File: src/rtl/mmu_acc_pkg.sv
`timescale 1ns/1ps
package mmu_acc_pkg;
  localparam int FSR_W       = 8;
  localparam int FSR_OVF     = 0;
  localparam int FSR_VLD     = 1;
  localparam int FSR_ERR_LSB = 2;
  localparam int FSR_IDX_LSB = 5;

  localparam int PERM_R = 0;
  localparam int PERM_W = 1;
  localparam int PERM_X = 2;

  localparam logic [3:0] ERR_NONE = 4'd0;
  localparam logic [3:0] ERR_PROT = 4'd8;
  localparam logic [3:0] ERR_PRIV = 4'd12;

  // packed order is the access index
  typedef struct packed {
    logic write;
    logic fetch;
    logic sup;
  } acc_idx_t;

  function automatic logic [2:0] base_perm(input logic [2:0] code, input logic sup);
    logic [2:0] p;
    case (code)
      3'd0: p = 3'b001;
      3'd1: p = 3'b011;
      3'd2: p = 3'b101;
      3'd3: p = 3'b111;
      3'd4: p = 3'b100;
      3'd5: p = sup ? 3'b011 : 3'b001;
      3'd6: p = sup ? 3'b101 : 3'b000;
      default: p = sup ? 3'b111 : 3'b000;
    endcase
    return p;
  endfunction
endpackage

File: src/rtl/acc_perm_decode.sv
`timescale 1ns/1ps
module acc_perm_decode
  import mmu_acc_pkg::*;
#(
  parameter int CODE_W = 3
) (
  input  acc_idx_t          idx_i,
  input  logic [CODE_W-1:0] code_i,
  output logic [3:0]        err_o,
  output logic [2:0]        rights_o
);
  localparam int NCODE = 1 << CODE_W;

  logic [2:0] usr_tbl [NCODE];
  logic [2:0] sup_tbl [NCODE];

  for (genvar g = 0; g < NCODE; g++) begin : g_tbl
    assign usr_tbl[g] = base_perm(3'(g), 1'b0);
    assign sup_tbl[g] = base_perm(3'(g), 1'b1);
  end

  logic [2:0] need;
  logic       priv_hit;

  always_comb begin
    rights_o       = idx_i.sup ? sup_tbl[code_i] : usr_tbl[code_i];
    need           = '0;
    need[PERM_W]   = idx_i.write;
    need[PERM_X]   = idx_i.fetch;
    need[PERM_R]   = !idx_i.write && !idx_i.fetch;
    priv_hit       = !idx_i.sup && (code_i[CODE_W-1:CODE_W-2] == 2'b11);
    if (priv_hit)                      err_o = ERR_PRIV;
    else if ((need & ~rights_o) != '0) err_o = ERR_PROT;
    else                               err_o = ERR_NONE;
  end
endmodule

File: src/rtl/acc_fault_ctrl.sv
`timescale 1ns/1ps
module acc_fault_ctrl
  import mmu_acc_pkg::*;
(
  input  logic       clk_i,
  input  logic       rst_ni,
  input  logic       req_valid_i,
  input  acc_idx_t   idx_i,
  input  logic [3:0] err_i,
  input  logic [2:0] rights_i,
  input  logic       modified_i,
  input  logic       no_fault_i,
  input  logic       traps_en_i,
  output logic       upd_o,
  output logic       grant_o,
  output logic [2:0] perm_o,
  output logic       trap_inst_o,
  output logic       trap_data_o
);
  logic has_err, suppress, override, trap;
  logic [2:0] masked;

  always_comb begin
    has_err  = (err_i != ERR_NONE);
    // user error in no-fault mode never reaches the status register
    suppress = no_fault_i && !idx_i.sup && has_err;
    upd_o    = req_valid_i && has_err && !suppress;
    override = upd_o && (no_fault_i || !traps_en_i);
    trap     = upd_o && !override;
    grant_o  = req_valid_i && !trap;

    masked         = rights_i;
    masked[PERM_W] = rights_i[PERM_W] && modified_i;

    if (!grant_o)      perm_o = '0;
    else if (override) perm_o = 3'b111;
    else               perm_o = masked;

    trap_inst_o = trap && idx_i.fetch;
    trap_data_o = trap && !idx_i.fetch;
  end

  p_one_trap_r10: assert property (@(posedge clk_i) disable iff (!rst_ni)
    $onehot0({trap_inst_o, trap_data_o}) && !((trap_inst_o || trap_data_o) && grant_o));

  p_wmask_r5: assert property (@(posedge clk_i) disable iff (!rst_ni)
    (grant_o && !modified_i && !upd_o) |-> !perm_o[PERM_W]);

  p_override_r8: assert property (@(posedge clk_i) disable iff (!rst_ni)
    (grant_o && upd_o) |-> (perm_o == 3'b111));
endmodule

File: src/rtl/acc_fault_regs.sv
`timescale 1ns/1ps
module acc_fault_regs
  import mmu_acc_pkg::*;
#(
  parameter int ADDR_W    = 32,
  parameter int PAGE_BITS = 12
) (
  input  logic              clk_i,
  input  logic              rst_ni,
  input  logic              upd_i,
  input  logic              rd_i,
  input  acc_idx_t          idx_i,
  input  logic [3:0]        err_i,
  input  logic [ADDR_W-1:0] vaddr_i,
  output logic [FSR_W-1:0]  fsr_o,
  output logic [ADDR_W-1:0] far_o
);
  localparam logic [ADDR_W-1:0] PAGE_MASK = ~((ADDR_W'(1) << PAGE_BITS) - ADDR_W'(1));

  logic [FSR_W-1:0]  fsr_q, fsr_d, base, entry;
  logic [ADDR_W-1:0] far_q;

  always_comb begin
    base  = rd_i ? '0 : fsr_q;
    entry = '0;
    entry[FSR_OVF]              = (base != '0);
    entry[FSR_VLD]              = 1'b1;
    entry[FSR_ERR_LSB +: 2]     = err_i[3:2];
    entry[FSR_IDX_LSB +: 3]     = idx_i;
    fsr_d = upd_i ? entry : base;
  end

  always_ff @(posedge clk_i or negedge rst_ni) begin
    if (!rst_ni) begin
      fsr_q <= '0;
      far_q <= '0;
    end else begin
      fsr_q <= fsr_d;
      if (upd_i) far_q <= vaddr_i & PAGE_MASK;
    end
  end

  assign fsr_o = fsr_q;
  assign far_o = far_q;

  p_no_overflow_r11: assert property (@(posedge clk_i) disable iff (!rst_ni)
    (upd_i && (rd_i || fsr_q == '0)) |=> (fsr_q[FSR_VLD] && !fsr_q[FSR_OVF]));

  p_overflow_r6: assert property (@(posedge clk_i) disable iff (!rst_ni)
    (upd_i && !rd_i && fsr_q != '0) |=> fsr_q[FSR_OVF]);

  p_rd_clear_r11: assert property (@(posedge clk_i) disable iff (!rst_ni)
    (rd_i && !upd_i) |=> (fsr_q == '0));

  p_far_load_r7: assert property (@(posedge clk_i) disable iff (!rst_ni)
    upd_i |=> (far_q[PAGE_BITS-1:0] == '0 &&
               far_q[ADDR_W-1:PAGE_BITS] == $past(vaddr_i[ADDR_W-1:PAGE_BITS])));

  p_far_hold_r7: assert property (@(posedge clk_i) disable iff (!rst_ni)
    !upd_i |=> $stable(far_q));
endmodule

File: src/rtl/mmu_access_guard.sv
`timescale 1ns/1ps
module mmu_access_guard
  import mmu_acc_pkg::*;
#(
  parameter int ADDR_W    = 32,
  parameter int PAGE_BITS = 12
) (
  input  logic              clk_i,
  input  logic              rst_ni,
  input  logic              req_valid_i,
  input  logic              acc_write_i,
  input  logic              acc_fetch_i,
  input  logic              acc_super_i,
  input  logic [2:0]        perm_code_i,
  input  logic              modified_i,
  input  logic [ADDR_W-1:0] vaddr_i,
  input  logic              no_fault_i,
  input  logic              traps_en_i,
  input  logic              fsr_rd_i,
  output logic              grant_o,
  output logic [2:0]        perm_o,
  output logic              trap_inst_o,
  output logic              trap_data_o,
  output logic [7:0]        fsr_o,
  output logic [ADDR_W-1:0] far_o
);
  acc_idx_t   idx;
  logic [3:0] err;
  logic [2:0] rights;
  logic       upd;

  assign idx = '{write: acc_write_i, fetch: acc_fetch_i, sup: acc_super_i};

  acc_perm_decode #(.CODE_W(3)) u_dec (
    .idx_i    (idx),
    .code_i   (perm_code_i),
    .err_o    (err),
    .rights_o (rights)
  );

  acc_fault_ctrl u_ctrl (
    .clk_i       (clk_i),
    .rst_ni      (rst_ni),
    .req_valid_i (req_valid_i),
    .idx_i       (idx),
    .err_i       (err),
    .rights_i    (rights),
    .modified_i  (modified_i),
    .no_fault_i  (no_fault_i),
    .traps_en_i  (traps_en_i),
    .upd_o       (upd),
    .grant_o     (grant_o),
    .perm_o      (perm_o),
    .trap_inst_o (trap_inst_o),
    .trap_data_o (trap_data_o)
  );

  acc_fault_regs #(.ADDR_W(ADDR_W), .PAGE_BITS(PAGE_BITS)) u_regs (
    .clk_i   (clk_i),
    .rst_ni  (rst_ni),
    .upd_i   (upd),
    .rd_i    (fsr_rd_i),
    .idx_i   (idx),
    .err_i   (err),
    .vaddr_i (vaddr_i),
    .fsr_o   (fsr_o),
    .far_o   (far_o)
  );

  p_priv_r3: assert property (@(posedge clk_i) disable iff (!rst_ni)
    (!acc_super_i && perm_code_i[2:1] == 2'b11) |-> (err == ERR_PRIV));

  p_idle_r13: assert property (@(posedge clk_i) disable iff (!rst_ni)
    !req_valid_i |-> (!grant_o && perm_o == 3'b000 && !trap_inst_o && !trap_data_o));

  p_idle_regs_r13: assert property (@(posedge clk_i) disable iff (!rst_ni)
    (!req_valid_i && !fsr_rd_i) |=> ($stable(fsr_o) && $stable(far_o)));
endmodule

File: config.mk
export PLATFORM = sky130hd
export DESIGN_NAME = mmu_access_guard
export DESIGN_NICKNAME = d
export VERILOG_FILES = /design/src/rtl/mmu_acc_pkg.sv /design/src/rtl/acc_perm_decode.sv /design/src/rtl/acc_fault_ctrl.sv /design/src/rtl/acc_fault_regs.sv /design/src/rtl/mmu_access_guard.sv
export SDC_FILE = /design/constraint.sdc
export NUM_CORES = 1
export LEC_CHECK = 0
export BUFFER_PORTS_ARGS = -buffer_cell sky130_fd_sc_hd__buf_2
export CAP_MARGIN = 10
export CELL_PAD_IN_SITES_DETAIL_PLACEMENT = 0
export CELL_PAD_IN_SITES_GLOBAL_PLACEMENT = 1
export CORE_ASPECT_RATIO = 1.2
export CORE_MARGIN = 1.5
export CORE_UTILIZATION = 33
export CTS_CLUSTER_SIZE = 12
export DETAILED_ROUTE_END_ITERATION = 8
export GPL_TIMING_DRIVEN = 0
export PLACE_DENSITY_LB_ADDON = 0.1
export SYNTH_ARGS = -nofsm -noshare
export SYNTH_HDL_FRONTEND = slang
export SYNTH_HIERARCHICAL = 1
export SYNTH_SLANG_ARGS = --single-unit
File: constraint.sdc
create_clock -name clk_i -period 3.5 [get_ports clk_i]
set_clock_uncertainty 0.2 [all_clocks]
set_input_delay 0.7 -clock clk_i [delete_from_list [all_inputs] [get_ports clk_i]]
set_output_delay 0.7 -clock clk_i [all_outputs]
set_load 0.02 [all_outputs]
==> impl_results.html, run 1 <==
<table>
<tr><th>Metric</th><th>Value</th></tr>
<tr><th colspan="2">Placement</th></tr>
<tr><td>HPWL after DPL</td><td>2.38 mm</td></tr>
<tr><td>Number of buffer cells added on primary ports</td><td>66</td></tr>
<tr><td>Placed insts</td><td>245</td></tr>
<tr><td>Gp weighted congestion</td><td>0.706</td></tr>
<tr><td>Placed standard-cell area</td><td>1840 µm²</td></tr>
<tr><th colspan="2">Yosys</th></tr>
<tr><td>Fraction of synthesized area in multiplexers</td><td>17.4%</td></tr>
<tr><td>Synth area leaders</td><td>sky130_fd_sc_hd__dfrtp_1, sky130_fd_sc_hd__mux2_2, sky130_fd_sc_hd__buf_4</td></tr>
<tr><td>FF+latch count, synth</td><td>28</td></tr>
<tr><td>Share of the synthesized area in the top cell type</td><td>50.2%</td></tr>
<tr><td>Sequential fraction of the synthesis area</td><td>50.2%</td></tr>
<tr><td>Post-synthesis share of cell area spent on xor and xnor gates</td><td>0%</td></tr>
<tr><td>Post-Synth Adder-Cell Area</td><td>0%</td></tr>
<tr><td>Number of warning messages in the yosys log</td><td>6</td></tr>
<tr><td>Prevailing post-synth register cell</td><td>sky130_fd_sc_hd__dfrtp_1</td></tr>
<tr><td>Cell area after synthesis</td><td>1400 µm²</td></tr>
<tr><td>Simple-gate share of the synthesized area</td><td>9.60%</td></tr>
<tr><td>Number of enable-type register cells in the synthesized netlist</td><td>0</td></tr>
<tr><td>Largest family of logic cells by synthesized area</td><td>multiplexers</td></tr>
<tr><td>Cell type contributing the most total cell area after synthesis</td><td>sky130_fd_sc_hd__dfrtp_1</td></tr>
<tr><td>Average footprint of a synthesized cell</td><td>12.3 µm²</td></tr>
<tr><td>Share of synthesized registers carrying an async set or reset</td><td>100%</td></tr>
<tr><td>Number of distinct library cells after synthesis</td><td>29</td></tr>
<tr><td>Compound-Gate Fraction of Synth Area</td><td>9.87%</td></tr>
<tr><td>Synthesized netlist cell count</td><td>113</td></tr>
<tr><th colspan="2">Critical path</th></tr>
<tr><td>Worst reg2reg endpoint</td><td>u_regs/fsr_o[0]$_DFF_PN0_</td></tr>
<tr><td>Length in cells of the worst reg-to-reg path</td><td>2</td></tr>
<tr><td>Critical Path Start Type</td><td>primary input</td></tr>
<tr><td>Most prevalent standard cell on the critical path</td><td>sky130_fd_sc_hd__buf_2</td></tr>
<tr><td>CP peak stage delay</td><td>390 ps</td></tr>
<tr><td>Chain of cells forming the critical path</td><td>buf_2 -&gt; o21ai_0 -&gt; o221ai_2 -&gt; nor4_4 -&gt; a21o_4 -&gt; mux2i_1 -&gt; buf_2</td></tr>
<tr><td>Required time reported for the critical path endpoint</td><td>2600 ps</td></tr>
<tr><td>Crit Reg-Reg Startpoint</td><td>u_regs/fsr_o[5]$_DFF_PN0_</td></tr>
<tr><td>Crit Path Class</td><td>primary input to output port</td></tr>
<tr><td>Worst endpoint data arrival time</td><td>2120 ps</td></tr>
<tr><td>Cell at the slowest stage of the critical path</td><td>sky130_fd_sc_hd__nor4_4</td></tr>
<tr><td>Crit path max-delay family</td><td>compound AO/OA/AOI/OAI gates</td></tr>
<tr><td>Critical path capture point type</td><td>output port</td></tr>
<tr><td>Minimum setup slack among reg-to-reg paths</td><td>2300 ps</td></tr>
<tr><td>Critical path buffer and inverter count</td><td>2</td></tr>
<tr><td>Start point of the critical path</td><td>perm_code_i[1]</td></tr>
<tr><td>Number of stages on the worst setup path</td><td>7</td></tr>
<tr><td>Maximum fanout along the worst path</td><td>6</td></tr>
<tr><th colspan="2">Clock network</th></tr>
<tr><td>Clock transition at the register clock pins on the worst setup and hold paths after CTS</td><td>80 ps</td></tr>
<tr><td>Number of buffers inserted by post-CTS setup repair</td><td>0</td></tr>
<tr><td>Clock tree root driver cell</td><td>sky130_fd_sc_hd__clkbuf_8</td></tr>
<tr><td>Clock H-tree levels</td><td>1</td></tr>
<tr><td>TritonCTS clock tree</td><td>built</td></tr>
<tr><td>Total of cells resized after clock tree synthesis</td><td>0</td></tr>
<tr><td>Buffer levels on the longest clock path</td><td>2</td></tr>
<tr><td>CTS sink count</td><td>28</td></tr>
<tr><td>Latest clock arrival within the worst-skew pair</td><td>260 ps</td></tr>
<tr><td>TritonCTS buffer count</td><td>3</td></tr>
<tr><td>Post-cts hold buffer count</td><td>0</td></tr>
<tr><th colspan="2">Cells and area</th></tr>
<tr><td>Ant. Diodes</td><td>0</td></tr>
<tr><td>Nets@finish</td><td>241</td></tr>
<tr><td>Flip-flop and latch area</td><td>701 µm²</td></tr>
<tr><td>Most common cell after layout, fill and taps aside</td><td>sky130_fd_sc_hd__buf_2</td></tr>
<tr><td>Non-filler cells, final</td><td>248</td></tr>
<tr><td>Commonest non-fill, non-tap cells in the layout</td><td>sky130_fd_sc_hd__buf_2, sky130_fd_sc_hd__dfrtp_1, sky130_fd_sc_hd__mux2_2, sky130_fd_sc_hd__buf_4, sky130_fd_sc_hd__conb_1</td></tr>
<tr><td>Area of combinational cells with multiple inputs</td><td>567 µm²</td></tr>
<tr><td>Post-layout instance area</td><td>1880 µm²</td></tr>
<tr><td>Share of cells above drive strength 1</td><td>59.8%</td></tr>
<tr><td>Area overhead of the layout relative to synthesis</td><td>34.7%</td></tr>
<tr><td>Number of filler cells placed in the layout</td><td>430</td></tr>
<tr><th colspan="2">Run status</th></tr>
<tr><td>Status</td><td>completed</td></tr>
<tr><th colspan="2">Global route</th></tr>
<tr><td>Antenna violations before repair</td><td>0</td></tr>
<tr><td>Grt total ovfl</td><td>0</td></tr>
<tr><td>Global-route wire length before repair</td><td>4.46 mm</td></tr>
<tr><td>Total routing resource utilization after global routing</td><td>12.5%</td></tr>
<tr><td>Number of global-route vias before repair</td><td>991</td></tr>
<tr><td>Busiest layer in global routing</td><td>met2</td></tr>
<tr><td>Fraction of met3 tracks used by global routing</td><td>2.72%</td></tr>
<tr><td>GRT met1 Usage</td><td>13.5%</td></tr>
<tr><td>Met2 global-route usage</td><td>23.8%</td></tr>
<tr><td>Pin count of the biggest net entering global routing</td><td>29</td></tr>
<tr><th colspan="2">Drt</th></tr>
<tr><td>DR vias</td><td>1067</td></tr>
<tr><td>Iteration count of the initial detailed-routing pass</td><td>2</td></tr>
<tr><td>Wire length after detailed routing</td><td>2.97 mm</td></tr>
<tr><td>Count of antenna-violating nets left after detailed routing</td><td>0</td></tr>
<tr><td>Mean routed wirelength per cell</td><td>12.0 µm</td></tr>
<tr><td>Starting DRT DRC Count</td><td>23</td></tr>
<tr><td>Residual DRC count</td><td>0</td></tr>
<tr><td>Via density</td><td>4.30</td></tr>
<tr><th colspan="2">Floorplanning</th></tr>
<tr><td>CORE AREA</td><td>4000 µm²</td></tr>
<tr><td>Horizontal die dimension</td><td>62.4 µm</td></tr>
<tr><td>Die area</td><td>4630 µm²</td></tr>
<tr><td>Initial Util</td><td>34.8%</td></tr>
<tr><td>Number of placed I/O pins</td><td>91</td></tr>
<tr><td>DIE HEIGHT</td><td>74.2 µm</td></tr>
<tr><td>Std-Cell Rows</td><td>25</td></tr>
<tr><th colspan="2">Timing</th></tr>
<tr><td>Setup_tns</td><td>0 ps</td></tr>
<tr><td>Number of failing hold endpoints at the final stage</td><td>0</td></tr>
<tr><td>Actual slew at the worst max-slew pin</td><td>612 ps</td></tr>
<tr><td>Setup repair after global routing missed its margin</td><td>no</td></tr>
<tr><td>Highest achievable clock rate</td><td>0.331 GHz</td></tr>
<tr><td>Max-slew headroom</td><td>59.2%</td></tr>
<tr><td>Setup-failing EPs final</td><td>0</td></tr>
<tr><td>Final min period</td><td>3020 ps</td></tr>
<tr><td>Final Max Tran Viols</td><td>0</td></tr>
<tr><td>Share of the cycle needed by the critical path after routing</td><td>86.3%</td></tr>
<tr><th colspan="2">Worst hold path</th></tr>
<tr><td>Min-Delay Path Class</td><td>primary input to asynchronous set/reset pin</td></tr>
<tr><th colspan="2">Pwr</th></tr>
<tr><td>Worst supply voltage drop on vdd</td><td>0.170 mV</td></tr>
<tr><td>Power density of the placed cells</td><td>430 nW/µm²</td></tr>
<tr><td>Leak</td><td>1.01 nW</td></tr>
<tr><th colspan="2">Job</th></tr>
<tr><td>Number of max-cap violations</td><td>0</td></tr>
</table>
[cell families (layout without fill, tap and decap cells)]
kind of cell	after synthesis	in the layout
mux	21	21
simple gates	20	20
other cells	2	14
compound gates	16	16
flops	28	28
buf+inv	26	95
[per-layer routing]
| metal | part of all wire (%) | wire length [µm] | up-vias |
|---|---|---|---|
| li1 | - | - | 521 |
| met4 | 1.1 | 32 | 0 |
| met1 | 39 | 1160 | 500 |
| met5 | 0 | 0 | - |
| met3 | 5.9 | 175 | 2 |
| met2 | 54 | 1610 | 44 |
[registers in the layout, summed over array words and instances, names as in the netlist]
signal	cells
u_regs/far_o	20
u_regs/fsr_o	8
[layout make-up]
| cell class | count | area share (%) |
|---|---|---|
| inverters | 8 | 1.60 |
| plain buffers | 18 | 7.59 |
| repair buffers | 66 | 17.6 |
| well taps | 54 | 3.60 |
| clock buffers | 3 | 2.20 |
| flip-flops and latches | 28 | 37.3 |
| multi-input cells | 71 | 30.2 |
[metrics by stage]
step | utilization [%] | worst slack (ps) | power (mW) | hold WS (ps)
after floorplan | - | 617 | 0.563 | 204
after global placement | 45.9 | 526 | 0.649 | 284
after detailed placement | 45.9 | 471 | 0.656 | 290
after CTS | 46.9 | 463 | 0.820 | 260
after global routing | 46.9 | 332 | 0.855 | 282
final | 46.9 | 479 | 0.809 | 242
[where the power goes]
group | internal (mW) | total (mW) | switching [mW]
registers | 0.367 | 0.390 | 0.0227
logic | 0.111 | 0.257 | 0.146
clock network | 0.0768 | 0.162 | 0.0853
[cell usage after synthesis, types with 2 or more instances]
cell type / count
sky130_fd_sc_hd__dfrtp_1: 28
sky130_fd_sc_hd__mux2_4: 2
sky130_fd_sc_hd__a21oi_1: 2
sky130_fd_sc_hd__nand2b_1: 2
sky130_fd_sc_hd__a22o_1: 4
sky130_fd_sc_hd__inv_1: 8
sky130_fd_sc_hd__a21o_1: 2
sky130_fd_sc_hd__buf_4: 16
sky130_fd_sc_hd__mux2_2: 18
sky130_fd_sc_hd__nor2_1: 5
sky130_fd_sc_hd__conb_1: 2
sky130_fd_sc_hd__nor4_1: 3
sky130_fd_sc_hd__buf_6: 2
sky130_fd_sc_hd__o21ai_0: 2
sky130_fd_sc_hd__nand2_1: 3
[worst max-delay path by stage]
stage / endpoint
final: perm_o[1]
after global routing: perm_o[1]
after CTS: perm_o[1]
after detailed placement: perm_o[1]
after global placement: perm_o[1]
after floorplan: trap_inst_o
(Power assumes the default switching activity.)
==> run 2: changes to the inputs <==
--- a/config.mk
+++ b/config.mk
@@ -11,7 +11,8 @@
 export CELL_PAD_IN_SITES_GLOBAL_PLACEMENT = 1
 export CORE_ASPECT_RATIO = 1.2
 export CORE_MARGIN = 1.5
-export CORE_UTILIZATION = 33
+export CORE_UTILIZATION = 34
+export CTS_BUF_LIST = sky130_fd_sc_hd__clkbuf_8
 export CTS_CLUSTER_SIZE = 12
 export DETAILED_ROUTE_END_ITERATION = 8
 export GPL_TIMING_DRIVEN = 0
==> run 2 against run 1 <==
  * Worst hold slack got worse by 6.1 ps
  * Wire length decreased by 5.1%
  * Final area unchanged
  * Global-route usage up 0.87 points
  * Largest power group unchanged
  * Highest routed layer unchanged
==> impl_results.html, run 2 (synthesized netlist as in run 1, its figures left out) <==
<table>
<tr><th>Metric</th><th>Value</th></tr>
<tr><th colspan="2">Critical path</th></tr>
<tr><td>Minimum setup slack among reg-to-reg paths</td><td>2240 ps (was 2300 ps)</td></tr>
<tr><td>Length in cells of the worst reg-to-reg path</td><td>2 (unchanged)</td></tr>
<tr><td>Worst reg2reg endpoint</td><td>u_regs/fsr_o[0]$_DFF_PN0_ (unchanged)</td></tr>
<tr><td>Cell at the slowest stage of the critical path</td><td>sky130_fd_sc_hd__nor4_4 (unchanged)</td></tr>
<tr><td>Worst endpoint data arrival time</td><td>2110 ps (was 2120 ps)</td></tr>
<tr><td>Crit Path Class</td><td>primary input to output port (unchanged)</td></tr>
<tr><td>CP peak stage delay</td><td>390 ps (about the same)</td></tr>
<tr><td>Endpoint of the worst setup timing path</td><td>perm_o[1] (unchanged)</td></tr>
<tr><td>Critical Path Start Type</td><td>primary input (unchanged)</td></tr>
<tr><td>Crit Reg-Reg Startpoint</td><td>u_regs/fsr_o[2]$_DFF_PN0_ (was u_regs/fsr_o[5]$_DFF_PN0_)</td></tr>
<tr><td>Critical path capture point type</td><td>output port (unchanged)</td></tr>
<tr><td>Maximum fanout along the worst path</td><td>4 (was 6)</td></tr>
<tr><td>Most prevalent standard cell on the critical path</td><td>sky130_fd_sc_hd__buf_2 (unchanged)</td></tr>
<tr><td>Number of stages on the worst setup path</td><td>8 (was 7)</td></tr>
<tr><td>Required time reported for the critical path endpoint</td><td>2600 ps (about the same)</td></tr>
<tr><td>Start point of the critical path</td><td>perm_code_i[2] (was perm_code_i[1])</td></tr>
<tr><td>Critical path buffer and inverter count</td><td>2 (unchanged)</td></tr>
<tr><td>Crit path max-delay family</td><td>simple AND/OR/NAND/NOR gates (was compound AO/OA/AOI/OAI gates)</td></tr>
<tr><td>Chain of cells forming the critical path</td><td>buf_2 -&gt; nor2b_4 -&gt; o21ai_0 -&gt; o221ai_2 -&gt; nor4_4 -&gt; a21o_4 -&gt; mux2i_1 -&gt; buf_2 (was buf_2 -&gt; o21ai_0 -&gt; o221ai_2 -&gt; nor4_4 -&gt; a21o_4 -&gt; mux2i_1 -&gt; buf_2)</td></tr>
<tr><th colspan="2">Clock network</th></tr>
<tr><td>Total of cells resized after clock tree synthesis</td><td>0 (unchanged)</td></tr>
<tr><td>CTS sink count</td><td>28 (unchanged)</td></tr>
<tr><td>Post-cts hold buffer count</td><td>0 (unchanged)</td></tr>
<tr><td>Clock H-tree levels</td><td>1 (unchanged)</td></tr>
<tr><td>TritonCTS clock tree</td><td>built (unchanged)</td></tr>
<tr><td>Number of buffers inserted by post-CTS setup repair</td><td>0 (unchanged)</td></tr>
<tr><td>Clock transition at the register clock pins on the worst setup and hold paths after CTS</td><td>90 ps (was 80 ps)</td></tr>
<tr><td>Clock tree root driver cell</td><td>sky130_fd_sc_hd__clkbuf_8 (unchanged)</td></tr>
<tr><td>Latest clock arrival within the worst-skew pair</td><td>260 ps (about the same)</td></tr>
<tr><td>TritonCTS buffer count</td><td>3 (unchanged)</td></tr>
<tr><td>Buffer levels on the longest clock path</td><td>2 (unchanged)</td></tr>
<tr><th colspan="2">Cells and area</th></tr>
<tr><td>Commonest non-fill, non-tap cells in the layout</td><td>sky130_fd_sc_hd__buf_2, sky130_fd_sc_hd__dfrtp_1, sky130_fd_sc_hd__mux2_2, sky130_fd_sc_hd__buf_4, sky130_fd_sc_hd__conb_1 (unchanged)</td></tr>
<tr><td>Non-filler cells, final</td><td>248 (unchanged)</td></tr>
<tr><td>Area overhead of the layout relative to synthesis</td><td>34.7% (unchanged)</td></tr>
<tr><td>Post-route core utilization</td><td>47.7% (was 46.9%)</td></tr>
<tr><td>Nets@finish</td><td>241 (unchanged)</td></tr>
<tr><td>Post-layout instance area</td><td>1880 µm² (unchanged)</td></tr>
<tr><td>Share of cells above drive strength 1</td><td>59.8% (unchanged)</td></tr>
<tr><td>Most common cell after layout, fill and taps aside</td><td>sky130_fd_sc_hd__buf_2 (unchanged)</td></tr>
<tr><td>Flip-flop count of the largest register after layout</td><td>20 (unchanged)</td></tr>
<tr><td>Ant. Diodes</td><td>0 (unchanged)</td></tr>
<tr><th colspan="2">Global route</th></tr>
<tr><td>Pin count of the biggest net entering global routing</td><td>29 (unchanged)</td></tr>
<tr><td>Global-route wire length before repair</td><td>4.43 mm (was 4.46 mm)</td></tr>
<tr><td>Met2 global-route usage</td><td>22.7% (was 23.8%)</td></tr>
<tr><td>Antenna violations before repair</td><td>0 (unchanged)</td></tr>
<tr><td>Total routing resource utilization after global routing</td><td>13.3% (was 12.5%)</td></tr>
<tr><td>Fraction of met3 tracks used by global routing</td><td>1.95% (was 2.72%)</td></tr>
<tr><td>Busiest layer in global routing</td><td>met2 (unchanged)</td></tr>
<tr><td>Grt total ovfl</td><td>0 (unchanged)</td></tr>
<tr><td>GRT met1 Usage</td><td>16.1% (was 13.5%)</td></tr>
<tr><td>Number of global-route vias before repair</td><td>1005 (was 991)</td></tr>
<tr><th colspan="2">Drt</th></tr>
<tr><td>Residual DRC count</td><td>0 (unchanged)</td></tr>
<tr><td>DR vias</td><td>1060 (was 1067)</td></tr>
<tr><td>Iteration count of the initial detailed-routing pass</td><td>4 (was 2)</td></tr>
<tr><td>Starting DRT DRC Count</td><td>15 (was 23)</td></tr>
<tr><td>Count of antenna-violating nets left after detailed routing</td><td>0 (unchanged)</td></tr>
<tr><td>Wire length after detailed routing</td><td>2.82 mm (was 2.97 mm)</td></tr>
<tr><td>Mean routed wirelength per cell</td><td>11.4 µm (was 12.0 µm)</td></tr>
<tr><td>Via density</td><td>4.27 (was 4.30)</td></tr>
<tr><th colspan="2">Timing</th></tr>
<tr><td>Number of failing hold endpoints at the final stage</td><td>0 (unchanged)</td></tr>
<tr><td>Final Max Tran Viols</td><td>0 (unchanged)</td></tr>
<tr><td>Setup repair after global routing missed its margin</td><td>no (unchanged)</td></tr>
<tr><td>Share of the cycle needed by the critical path after routing</td><td>85.9% (was 86.3%)</td></tr>
<tr><td>Final hold slack</td><td>236 ps (was 242 ps)</td></tr>
<tr><td>Final min period</td><td>3010 ps (was 3020 ps)</td></tr>
<tr><td>Highest achievable clock rate</td><td>0.333 GHz (was 0.331 GHz)</td></tr>
<tr><td>Max-slew headroom</td><td>59.7% (was 59.2%)</td></tr>
<tr><td>Actual slew at the worst max-slew pin</td><td>604 ps (was 612 ps)</td></tr>
<tr><td>Setup_tns</td><td>0 ps (unchanged)</td></tr>
<tr><td>Setup-failing EPs final</td><td>0 (unchanged)</td></tr>
<tr><th colspan="2">Placement</th></tr>
<tr><td>Placed insts</td><td>245 (unchanged)</td></tr>
<tr><td>HPWL after DPL</td><td>2.27 mm (was 2.38 mm)</td></tr>
<tr><td>Gp weighted congestion</td><td>0.752 (was 0.706)</td></tr>
<tr><td>Number of buffer cells added on primary ports</td><td>66 (unchanged)</td></tr>
<tr><td>Placed standard-cell area</td><td>1840 µm² (unchanged)</td></tr>
<tr><th colspan="2">Job</th></tr>
<tr><td>Number of max-cap violations</td><td>0 (unchanged)</td></tr>
<tr><th colspan="2">Floorplanning</th></tr>
<tr><td>Std-Cell Rows</td><td>25 (unchanged)</td></tr>
<tr><td>CORE AREA</td><td>3940 µm² (was 4000 µm²)</td></tr>
<tr><td>Die area</td><td>4500 µm² (was 4630 µm²)</td></tr>
<tr><td>Initial Util</td><td>35.4% (was 34.8%)</td></tr>
<tr><td>DIE HEIGHT</td><td>73.2 µm (was 74.2 µm)</td></tr>
<tr><td>Number of placed I/O pins</td><td>91 (unchanged)</td></tr>
<tr><td>Horizontal die dimension</td><td>61.5 µm (was 62.4 µm)</td></tr>
<tr><th colspan="2">Pwr</th></tr>
<tr><td>Power density of the placed cells</td><td>430 nW/µm² (about the same)</td></tr>
<tr><td>Worst supply voltage drop on vdd</td><td>0.151 mV (was 0.170 mV)</td></tr>
<tr><td>Leak</td><td>1.01 nW (unchanged)</td></tr>
<tr><th colspan="2">Worst hold path</th></tr>
<tr><td>Min-Delay Path Class</td><td>primary input to asynchronous set/reset pin (unchanged)</td></tr>
<tr><th colspan="2">Run status</th></tr>
<tr><td>Status</td><td>completed (unchanged)</td></tr>
</table>
==> run 2: cell counts in the layout (fill, tap and decap cells not counted) <==
No cell type changed its count.
==> run 2: area by class of cell <==
cell class | instances | area [µm²]
plain buffers | 18 | 143
clock buffers | 3 | 41.3
fillers | 403 | 2060
inverters | 8 | 30.0
multi-input cells | 71 | 567
flip-flops and latches | 28 | 701
well taps | 54 | 67.6
repair buffers | 66 | 330
==> run 2: where the power goes <==
group	switching [mW]	leakage, nW	internal, mW
registers	0.0216	0.339	0.367
clock network	0.0875	0.0216	0.0770
logic	0.145	0.647	0.111
total	0.254	1.01	0.555
==> run 2: per-layer routing <==
metal / wire length (µm) / vias up
met5: 0 / -
li1: - / 523
met1: 1160 / 482
met2: 1430 / 51
met3: 184 / 4
met4: 45 / 0
==> run 2: stage by stage <==
stage,power (mW),worst slack (ps)
after floorplan,0.563,617
after global placement,0.649,526
after detailed placement,0.654,484
after CTS,0.822,479
after global routing,0.860,361
final,0.809,494
==> run 2: worst min path at each step <==
| stage | endpoint | slack [ps] | cells past startpoint |
|---|---|---|---|
| 5_1_grt | u_regs/far_o[30]$_DFFE_PN0P_ | 280 | 1 |
| 4_1_cts | u_regs/far_o[28]$_DFFE_PN0P_ | 250 | 1 |
| 2_1_floorplan | u_regs/far_o[12]$_DFFE_PN0P_ | 200 | 0 |
| 6_report | u_regs/far_o[25]$_DFFE_PN0P_ | 240 | 1 |
| 3_5_place_dp | u_regs/far_o[15]$_DFFE_PN0P_ | 290 | 1 |
| 3_3_place_gp | u_regs/far_o[20]$_DFFE_PN0P_ | 280 | 1 |
